## src/rtl/clk_pwr_pkg.sv

```systemverilog
package clk_pwr_pkg;

  typedef enum logic [1:0] {
    PS_RUN  = 2'd0,
    PS_STOP = 2'd1,
    PS_WARM = 2'd2
  } pwr_state_e;

endpackage

```

## src/rtl/cpc_mode.sv

```systemverilog
module cpc_mode #(
  parameter int N_IRQ     = 4,
  parameter int N_EXT     = 2,
  parameter int PMM_SHIFT = 8,
  parameter int SH_W      = 4
) (
  input  logic             clk_i,
  input  logic             rst_ni,
  input  logic [1:0]       div_sel_i,
  input  logic             pmm_en_i,
  input  logic             swb_en_i,
  input  logic [N_IRQ-1:0] irq_i,
  input  logic [N_IRQ-1:0] irq_en_i,
  input  logic [N_EXT-1:0] ext_irq_i,
  input  logic [N_EXT-1:0] ext_en_i,
  output logic             pmm_active_o,
  output logic [SH_W-1:0]  shift_o
);

  logic swb_q;
  logic hit;

  assign hit = (|(irq_i & irq_en_i)) | (|(ext_irq_i & ext_en_i));

  // switchback latch, held until power-saving is disabled
  always_ff @(posedge clk_i or negedge rst_ni) begin
    if (!rst_ni)                        swb_q <= 1'b0;
    else if (!pmm_en_i)                 swb_q <= 1'b0;
    else if (swb_en_i && hit)           swb_q <= 1'b1;
  end

  assign pmm_active_o = pmm_en_i & ~swb_q;
  assign shift_o = pmm_active_o ? SH_W'(PMM_SHIFT) : SH_W'(div_sel_i);

  AST_SWB_EXIT: assert property (@(posedge clk_i) disable iff (!rst_ni)
    (pmm_en_i && swb_en_i && hit) |=> (!pmm_active_o || !pmm_en_i))
    else $error("switchback did not leave power-saving rate");

  AST_SWB_DISABLED: assert property (@(posedge clk_i) disable iff (!rst_ni)
    (pmm_en_i && !swb_en_i && pmm_active_o) |=> (pmm_active_o || !pmm_en_i))
    else $error("power-saving rate left without switchback");

endmodule

```

## src/rtl/cpc_div.sv

```systemverilog
module cpc_div #(
  parameter int PMM_SHIFT = 8,
  parameter int SH_W      = 4
) (
  input  logic            clk_i,
  input  logic            rst_ni,
  input  logic            run_i,
  input  logic [SH_W-1:0] shift_i,
  output logic            tick_o
);

  localparam int CNT_W = PMM_SHIFT;

  logic [CNT_W-1:0] cnt_q;
  logic [SH_W-1:0]  sh_q;
  logic [CNT_W-1:0] mask;
  logic             term;

  assign mask = CNT_W'((1 << sh_q) - 1);
  assign term = (cnt_q == mask);

  // ratio reloads only at period end or while held idle
  always_ff @(posedge clk_i or negedge rst_ni) begin
    if (!rst_ni) begin
      cnt_q <= '0;
      sh_q  <= '0;
    end else if (!run_i || term) begin
      cnt_q <= '0;
      sh_q  <= shift_i;
    end else begin
      cnt_q <= cnt_q + 1'b1;
    end
  end

  assign tick_o = run_i & term;

  AST_CNT_IN_RANGE: assert property (@(posedge clk_i) disable iff (!rst_ni)
    cnt_q <= mask)
    else $error("divider count beyond period");

  AST_RATIO_HELD: assert property (@(posedge clk_i) disable iff (!rst_ni)
    (run_i && !term) |=> $stable(sh_q))
    else $error("ratio changed mid-period");

endmodule

```

## src/rtl/cpc_seq.sv

```systemverilog
module cpc_seq
  import clk_pwr_pkg::*;
#(
  parameter int WARM_CYC = 65536
) (
  input  logic       clk_i,
  input  logic       rst_ni,
  input  logic       stop_req_i,
  input  logic       wake_i,
  input  logic       osc_rdy_i,
  output pwr_state_e state_o
);

  localparam int WC_W = $clog2(WARM_CYC + 1);
  localparam logic [WC_W-1:0] WC_LAST = WC_W'(WARM_CYC - 1);

  pwr_state_e       state_q;
  logic [WC_W-1:0]  wcnt_q;

  always_ff @(posedge clk_i or negedge rst_ni) begin
    if (!rst_ni) begin
      state_q <= PS_RUN;
      wcnt_q  <= '0;
    end else begin
      unique case (state_q)
        PS_RUN:  if (stop_req_i && !wake_i) state_q <= PS_STOP;
        PS_STOP: if (wake_i) begin
          state_q <= PS_WARM;
          wcnt_q  <= '0;
        end
        PS_WARM: if (osc_rdy_i) begin
          if (wcnt_q == WC_LAST) state_q <= PS_RUN;
          else                   wcnt_q  <= wcnt_q + 1'b1;
        end
        default: state_q <= PS_RUN;
      endcase
    end
  end

  assign state_o = state_q;

  AST_PENDING_NO_STOP: assert property (@(posedge clk_i) disable iff (!rst_ni)
    (state_q == PS_RUN && stop_req_i && wake_i) |=> (state_q == PS_RUN))
    else $error("stop entered with wake pending");

  AST_STOP_TO_WARM: assert property (@(posedge clk_i) disable iff (!rst_ni)
    (state_q == PS_STOP && wake_i) |=> (state_q == PS_WARM))
    else $error("wake did not leave stop");

  AST_STALL_HOLDS: assert property (@(posedge clk_i) disable iff (!rst_ni)
    (state_q == PS_WARM && !osc_rdy_i) |=> (state_q == PS_WARM && $stable(wcnt_q)))
    else $error("warmup advanced without oscillator ready");

endmodule

```

## src/rtl/clk_pwr_ctrl.sv

```systemverilog
module clk_pwr_ctrl
  import clk_pwr_pkg::*;
#(
  parameter int N_IRQ     = 4,
  parameter int N_EXT     = 2,
  parameter int PMM_SHIFT = 8,
  parameter int WARM_CYC  = 65536
) (
  input  logic             clk_i,
  input  logic             rst_ni,
  input  logic [1:0]       div_sel_i,
  input  logic             pmm_en_i,
  input  logic             swb_en_i,
  input  logic [N_IRQ-1:0] irq_i,
  input  logic [N_IRQ-1:0] irq_en_i,
  input  logic [N_EXT-1:0] ext_irq_i,
  input  logic [N_EXT-1:0] ext_en_i,
  input  logic             wkt_en_i,
  input  logic             wkt_exp_i,
  input  logic             stop_req_i,
  input  logic             ring_tick_i,
  input  logic             osc_rdy_i,
  output logic             sys_en_o,
  output logic             src_ring_o,
  output logic             osc_en_o,
  output logic             stopped_o,
  output logic             warming_o,
  output logic             pmm_o
);

  localparam int SH_W = $clog2(PMM_SHIFT + 1);

  logic            wake;
  logic [SH_W-1:0] shift;
  logic            div_tick;
  logic            run;
  pwr_state_e      state;

  assign wake = (|(ext_irq_i & ext_en_i)) | (wkt_en_i & wkt_exp_i);

  cpc_mode #(
    .N_IRQ(N_IRQ), .N_EXT(N_EXT), .PMM_SHIFT(PMM_SHIFT), .SH_W(SH_W)
  ) u_mode (
    .clk_i, .rst_ni, .div_sel_i, .pmm_en_i, .swb_en_i,
    .irq_i, .irq_en_i, .ext_irq_i, .ext_en_i,
    .pmm_active_o(pmm_o), .shift_o(shift)
  );

  cpc_seq #(.WARM_CYC(WARM_CYC)) u_seq (
    .clk_i, .rst_ni, .stop_req_i, .wake_i(wake), .osc_rdy_i, .state_o(state)
  );

  assign run = (state == PS_RUN);

  cpc_div #(.PMM_SHIFT(PMM_SHIFT), .SH_W(SH_W)) u_div (
    .clk_i, .rst_ni, .run_i(run), .shift_i(shift), .tick_o(div_tick)
  );

  always_comb begin
    unique case (state)
      PS_RUN:  sys_en_o = div_tick;
      PS_WARM: sys_en_o = ring_tick_i;
      default: sys_en_o = 1'b0;
    endcase
  end

  assign src_ring_o = (state == PS_WARM);
  assign warming_o  = (state == PS_WARM);
  assign stopped_o  = (state == PS_STOP);
  assign osc_en_o   = (state != PS_STOP);

  AST_STOP_QUIET: assert property (@(posedge clk_i) disable iff (!rst_ni)
    stopped_o |-> (!sys_en_o && !osc_en_o))
    else $error("activity during stop");

  AST_RING_FOLLOW: assert property (@(posedge clk_i) disable iff (!rst_ni)
    src_ring_o |-> (sys_en_o == ring_tick_i))
    else $error("enable not from ring tick in warmup");

  AST_STOP_ENTRY: assert property (@(posedge clk_i) disable iff (!rst_ni)
    (!stopped_o && !warming_o && stop_req_i && !wake) |=> stopped_o)
    else $error("stop request not honoured");

endmodule

```

## config.mk

```make
export PLATFORM = sky130hd
export DESIGN_NAME = clk_pwr_ctrl
export DESIGN_NICKNAME = d
export VERILOG_FILES = /design/src/rtl/clk_pwr_pkg.sv /design/src/rtl/cpc_mode.sv /design/src/rtl/cpc_div.sv /design/src/rtl/cpc_seq.sv /design/src/rtl/clk_pwr_ctrl.sv
export SDC_FILE = /design/constraint.sdc
export NUM_CORES = 1
export LEC_CHECK = 0
export CORE_MARGIN = 1.5
export CORE_UTILIZATION = 54
export DETAILED_ROUTE_END_ITERATION = 8
export PLACE_DENSITY = 0.89
export SETUP_SLACK_MARGIN = 0.4
export SYNTH_ARGS = -nofsm -noshare
export SYNTH_HDL_FRONTEND = slang
export SYNTH_SLANG_ARGS = --single-unit
```

## constraint.sdc

```tcl
create_clock -name clk_i -period 2.9 [get_ports clk_i]
set_clock_uncertainty 0.1 [all_clocks]
set_input_delay 0.58 -clock clk_i [delete_from_list [all_inputs] [get_ports clk_i]]
set_output_delay 0.58 -clock clk_i [all_outputs]
set_load 0.01 [all_outputs]
```

# Word level (Yosys, flattened, before mapping)
# Cells that the tools add are included.
dict set report word_totals {
  wordCells 53
  inputBits 23
  register_bits 32
  out_inout_bits 6
}
dict set report classes {
  mux 14
  addsub 3
  reduce_logical 11
  bitwise 8
  n_shift 1
  eq_ne 11
}
# operator n
set ops {}
lappend ops {{2-to-1 mux 17 bit} 3}
lappend ops {{one-hot mux 17 bit (2 select lines)} 1}
lappend ops {{adder 17 x 1 -> 17 bit (second input constant)} 1}
lappend ops {{equality test 17 x 16 -> 1 bit (second input constant)} 1}
lappend ops {{adder 8 x 1 -> 8 bit (second input constant)} 1}
lappend ops {{equality test 8 bit} 1}
lappend ops {{2-to-1 mux 2 bit} 4}
lappend ops {{2-to-1 mux 8 bit} 1}
lappend ops {{!= test 2 x 1 -> 1 bit (second input constant)} 4}
lappend ops {{AND reduction 4 bit} 2}
lappend ops {{left shift 1 x 4 -> 8 bit (first input constant)} 1}
lappend ops {{subtractor 8 x 2 -> 8 bit (second input constant)} 1}
lappend ops {{!= test 2 bit (second input constant)} 3}
lappend ops {{one-hot mux 2 bit (3 select lines)} 1}
lappend ops {{bitwise AND 4 bit} 1}
lappend ops {{2-to-1 mux 4 bit} 1}
lappend ops {{OR reduction 4 bit} 1}
lappend ops {{bitwise AND 1 bit} 3}
lappend ops {{bitwise AND 2 bit} 1}
lappend ops {{equality test 2 x 1 -> 1 bit (second input constant)} 1}
lappend ops {{equality test 2 bit (second input constant)} 1}
lappend ops {{logical AND 1 bit} 2}
lappend ops {{zero test 1 bit} 2}
lappend ops {{zero test 2 bit} 1}
lappend ops {{other kinds (7)} 9}

# Longest topological paths before layout
dict set report depth {
  word_depth 7
  ltp_mapped 10
  ltp_nobuf 8
}

# Cells and area by module
# A second synthesis with hierarchy kept.
dict set report hier_totals {
  cells_unflattened 205
  area_unflattened_um2 1986.9
}
# mod n_inst cells_per_inst seq_area_each_um2 area_each_um2
set modules_own_cells {}
lappend modules_own_cells {cpc_seq 1 105 475.5 1011.0}
lappend modules_own_cells {cpc_div 1 78 300.3 813.3}
lappend modules_own_cells {cpc_mode 1 13 25.0 107.6}
lappend modules_own_cells {clk_pwr_ctrl 1 9 0.0 55.1}

# Least setup slack after synthesis
# Ideal clock, no wire load.
dict set report synth_path {
  path_type {register -> output}
  start {register u_div.sh_q[3]}
  end {output port sys_en_o}
  required_ns 2.220
  t_arrival_ns 1.949
  path_buffers 2
  slack_ns 0.271
  path_stages_with_launch 9
  path_cell_list {dfrtp_1 > clkbuf_1 > or3_1 > ha_1 > xor2_1 > and4_1 > clkbuf_1 > o2111ai_1 > a21oi_1}
}
dict set report synth_via {
  elab_chain_len 5
}
# item line_no
set synth_lines {}
lappend synth_lines {{from (decl)} cpc_div.sv:15} ;# logic [SH_W-1:0] sh_q;
lappend synth_lines {{from (signal assigned)} cpc_div.sv:29} ;# sh_q <= shift_i;
lappend synth_lines {{left shift 1 x 4 -> 8 bit} cpc_div.sv:19} ;# assign mask = CNT_W'((1 << sh_q) - 1);
lappend synth_lines {{subtractor 8 x 2 -> 8 bit} cpc_div.sv:19}
lappend synth_lines {{equality test 8 bit} cpc_div.sv:20} ;# assign term = (cnt_q == mask);
lappend synth_lines {{bitwise AND 1 bit} cpc_div.sv:35} ;# assign tick_o = run_i & term;
lappend synth_lines {{one-hot mux 1 bit (2 select lines)} clk_pwr_ctrl.sv:60} ;# unique case (state)
lappend synth_lines {{to (decl)} clk_pwr_ctrl.sv:23} ;# output logic sys_en_o,
# Every way passes these cells.

# Worst setup path in the final report
dict set report layout_path {
  start {register u_div.sh_q[1]}
  end {output port sys_en_o}
}
# The elaborated chain is that of the path after synthesis.

==> flow_summary.ini <==
[floorplan]
initial_core_util_pct = 56.7
die_h_um = 62.2
dieArea_sq_um = 3870
die_x_um = 62.2
coreArea_sq_um = 3340
io_pins = 29
std_cell_rows = 21

[sta]
fin_crit_ps = 2760
tns_ps = 0
holdWs_ps = 390
slew_headroom_pct = 67.5
finalMaxSlewViolations = 0
rsz0062_at_grt = true
worst_slew_pin_slew_ps = 486
fin_crit_sh_pct = 95.2
finalSetupViolCount = 0
final-hold-violation-count = 0
fmax_mhz = 362

[setup_path]
path_max_fanout = 2
critical_path_class = reg2out
cp-start-kind = register
cp_data_required_time_ps = 2220
worstPathArrival_ps = 2080
cp-end-kind = output port

[routing]
vias_per_cell = 6.02
vias = 1763
wire_per_inst_um = 14.9
drt-pass1-iter-count = 4
ant_nets = 0
wl_mm = 4.36
drt_iter0_markers = 61
drcViolationCount = 0

[finish]
drive_above_1_share_pct = 15.4
syn_to_final_growth_pct = 27.5
num-nets-final = 274
final_cell_mix = dfrtp_1, clkdlybuf4s50_1, nand2_1, buf_4
final_common_cell = dfrtp_1
antennaDiodeCount = 0
stdcell_count = 293

[pwr]
switching_share_pct = 39.8
power_density_nw_per_um2 = 665
clkPwrFrac_pct = 15.8
power.leakage_uw = 0.000999
comb_power_share_pct = 45.2
seq_power_share_pct = 39.1
internal-power_uw = 965
power.switching_uw = 639
peakVddDrop_mv = 0.549
total_power_uw = 1600

[clocking]
cts_made_buffers = 5
clk_latency_ps = 330
clk_path_buf_depth = 2
cts.sinks = 31
clk_root_buffer_cell = clkbuf_4
cts_htree_levels = 2
cts_tree = yes
cts_hold_buf = 0
clk_pin_slew_ps = 90

[global_route]
track_usage_pct = 25.1
grt_max_degree = 32
first_global_vias = 1760
grt_overflow_total = 0
antenna_found_initial = 0
grt_pass1_wl_mm = 7.89

[synth]
synth_seq_cells = 31
synthesis.area_sq_um = 1890
ys_seq_area_share_pct = 41.0
syn_nets = 233
synth.distinct_cells = 43
syn_avg_cell_area_sq_um = 9.18
ys.flop_type = dfrtp_1
synth_edf_count = 0
async_flop_share_pct = 100
synth_cells = 206
ys_warn_count = 0

[status]
status = finished clean

[worst_hold_path]
min_path_type = reg2reg

[placed_design]
portBuffers = 28
dp_cells = 284
hpwlAfterDp_mm = 3.19
globalplace.congestion = 0.840

[job]
cap_violations = 0
==> through the flow <==
step,area [sq um],utilization (%),worst slack (ps)
CTS,2380,71.3,102
finish,2410,72.3,139
floorplan,1920,-,400
global route,2410,72.3,70.4
global placement,2300,69.0,57.4
detailed placement,2300,69.0,16.4
==> power by group through the flow <==
stage / Sequential [uW] / Combinational, uW / Clock, uW
2_1_floorplan: 618 / 448 / 0
3_3_place_gp: 631 / 658 / 0
3_5_place_dp: 638 / 675 / 0
4_1_cts: 620 / 708 / 266
5_1_grt: 642 / 804 / 281
6_report: 627 / 725 / 253
==> worst paths after layout <==
| check | from | end | slack (ps) | cells past startpoint |
|---|---|---|---|---|
| max in group asynchronous | rst_ni | u_seq.wcnt_q[10] | 1870 | 2 |
| worst max-delay path | u_div.sh_q[1] | sys_en_o | 140 | 7 |
| worst min register to register | u_seq.wcnt_q[16] | u_seq.wcnt_q[16] | 390 | 2 |
| worst min-delay path | u_seq.wcnt_q[16] | u_seq.wcnt_q[16] | 390 | 2 |
| min in group asynchronous | rst_ni | u_seq.wcnt_q[16] | 540 | 2 |
| worst max register to register | u_seq.wcnt_q[0] | u_seq.wcnt_q[6] | 370 | 9 |
==> flip-flops by register name (all words and copies together), names as in the netlist <==
signal,cells
u_mode.swb_q,1
u_seq.state_o,2
u_seq.wcnt_q,17
u_div.sh_q,3
u_div.cnt_q,8
==> routing by layer <==
metal / GRT usage (%) / routed length [um] / vias to the layer above
li1: - / - / 868
met1: 29.9 / 1860 / 854
met2: 44.8 / 2300 / 35
met3: 5.43 / 156 / 6
met4: 8.61 / 48 / 0
met5: 0 / 0 / -
==> cell type report <==
type / instances / area, sq um
clock buffer: 6 / 51.3
clock inverter: 1 / 5.00
fill: 248 / 926
inverter: 7 / 26.3
multi-input combinational: 159 / 1100
sequential: 31 / 776
tap: 46 / 57.6
timing repair buffer: 43 / 394
==> what timing repair did <==
action,in CTS,in global routing
endpoints found under the setup margin,14,18
pin swaps,3,2
buffers inserted,2,0
resized for setup,6,6
==> Yosys cell counts, types with 2 or more instances <==
library cell	n	area share, %
o2111ai_1	4	1.9
o211ai_1	3	1.2
buf_2	2	0.53
nand2b_1	4	1.3
xor2_1	5	2.3
inv_1	7	1.4
xnor2_1	4	1.9
mux2i_1	2	1.1
a21oi_1	14	3.7
nand4_1	4	1.3
nor2_1	8	1.6
nor3_1	7	1.9
nor2b_1	5	1.7
nand3b_1	3	1.2
or3_1	4	1.3
a22oi_1	3	1.2
nand2_1	22	4.4
o311ai_0	2	0.93
ha_1	4	2.6
clkbuf_1	6	1.2
or2_2	2	0.66
dfrtp_1	31	41
o211a_1	4	2.1
or4_1	12	4.8
and4_1	3	1.4
nand3_1	11	2.9
o31ai_1	11	4.4
o21ai_0	4	1.1
==> critical path: stages, from the launching register on <==
cell	delay, ps
dfrtp_1	400
or3_4	380
ha_4	190
xor2_4	150
and4_4	250
o2111ai_2	120
a21oi_2	140
buf_2	140
==> cells by family after synthesis <==
group / Yosys count / share of synthesized area [%]
AND/OR/NAND/NOR: 94 / 28.8
AO/OA/AOI/OAI: 50 / 18.8
flip-flops: 31 / 41.0
buffers and inverters: 16 / 3.51
XOR/XNOR: 9 / 4.17
adder cells (fa/ha/maj): 4 / 2.65
multiplexers: 2 / 1.06
Power figures use the tool's default switching activity.
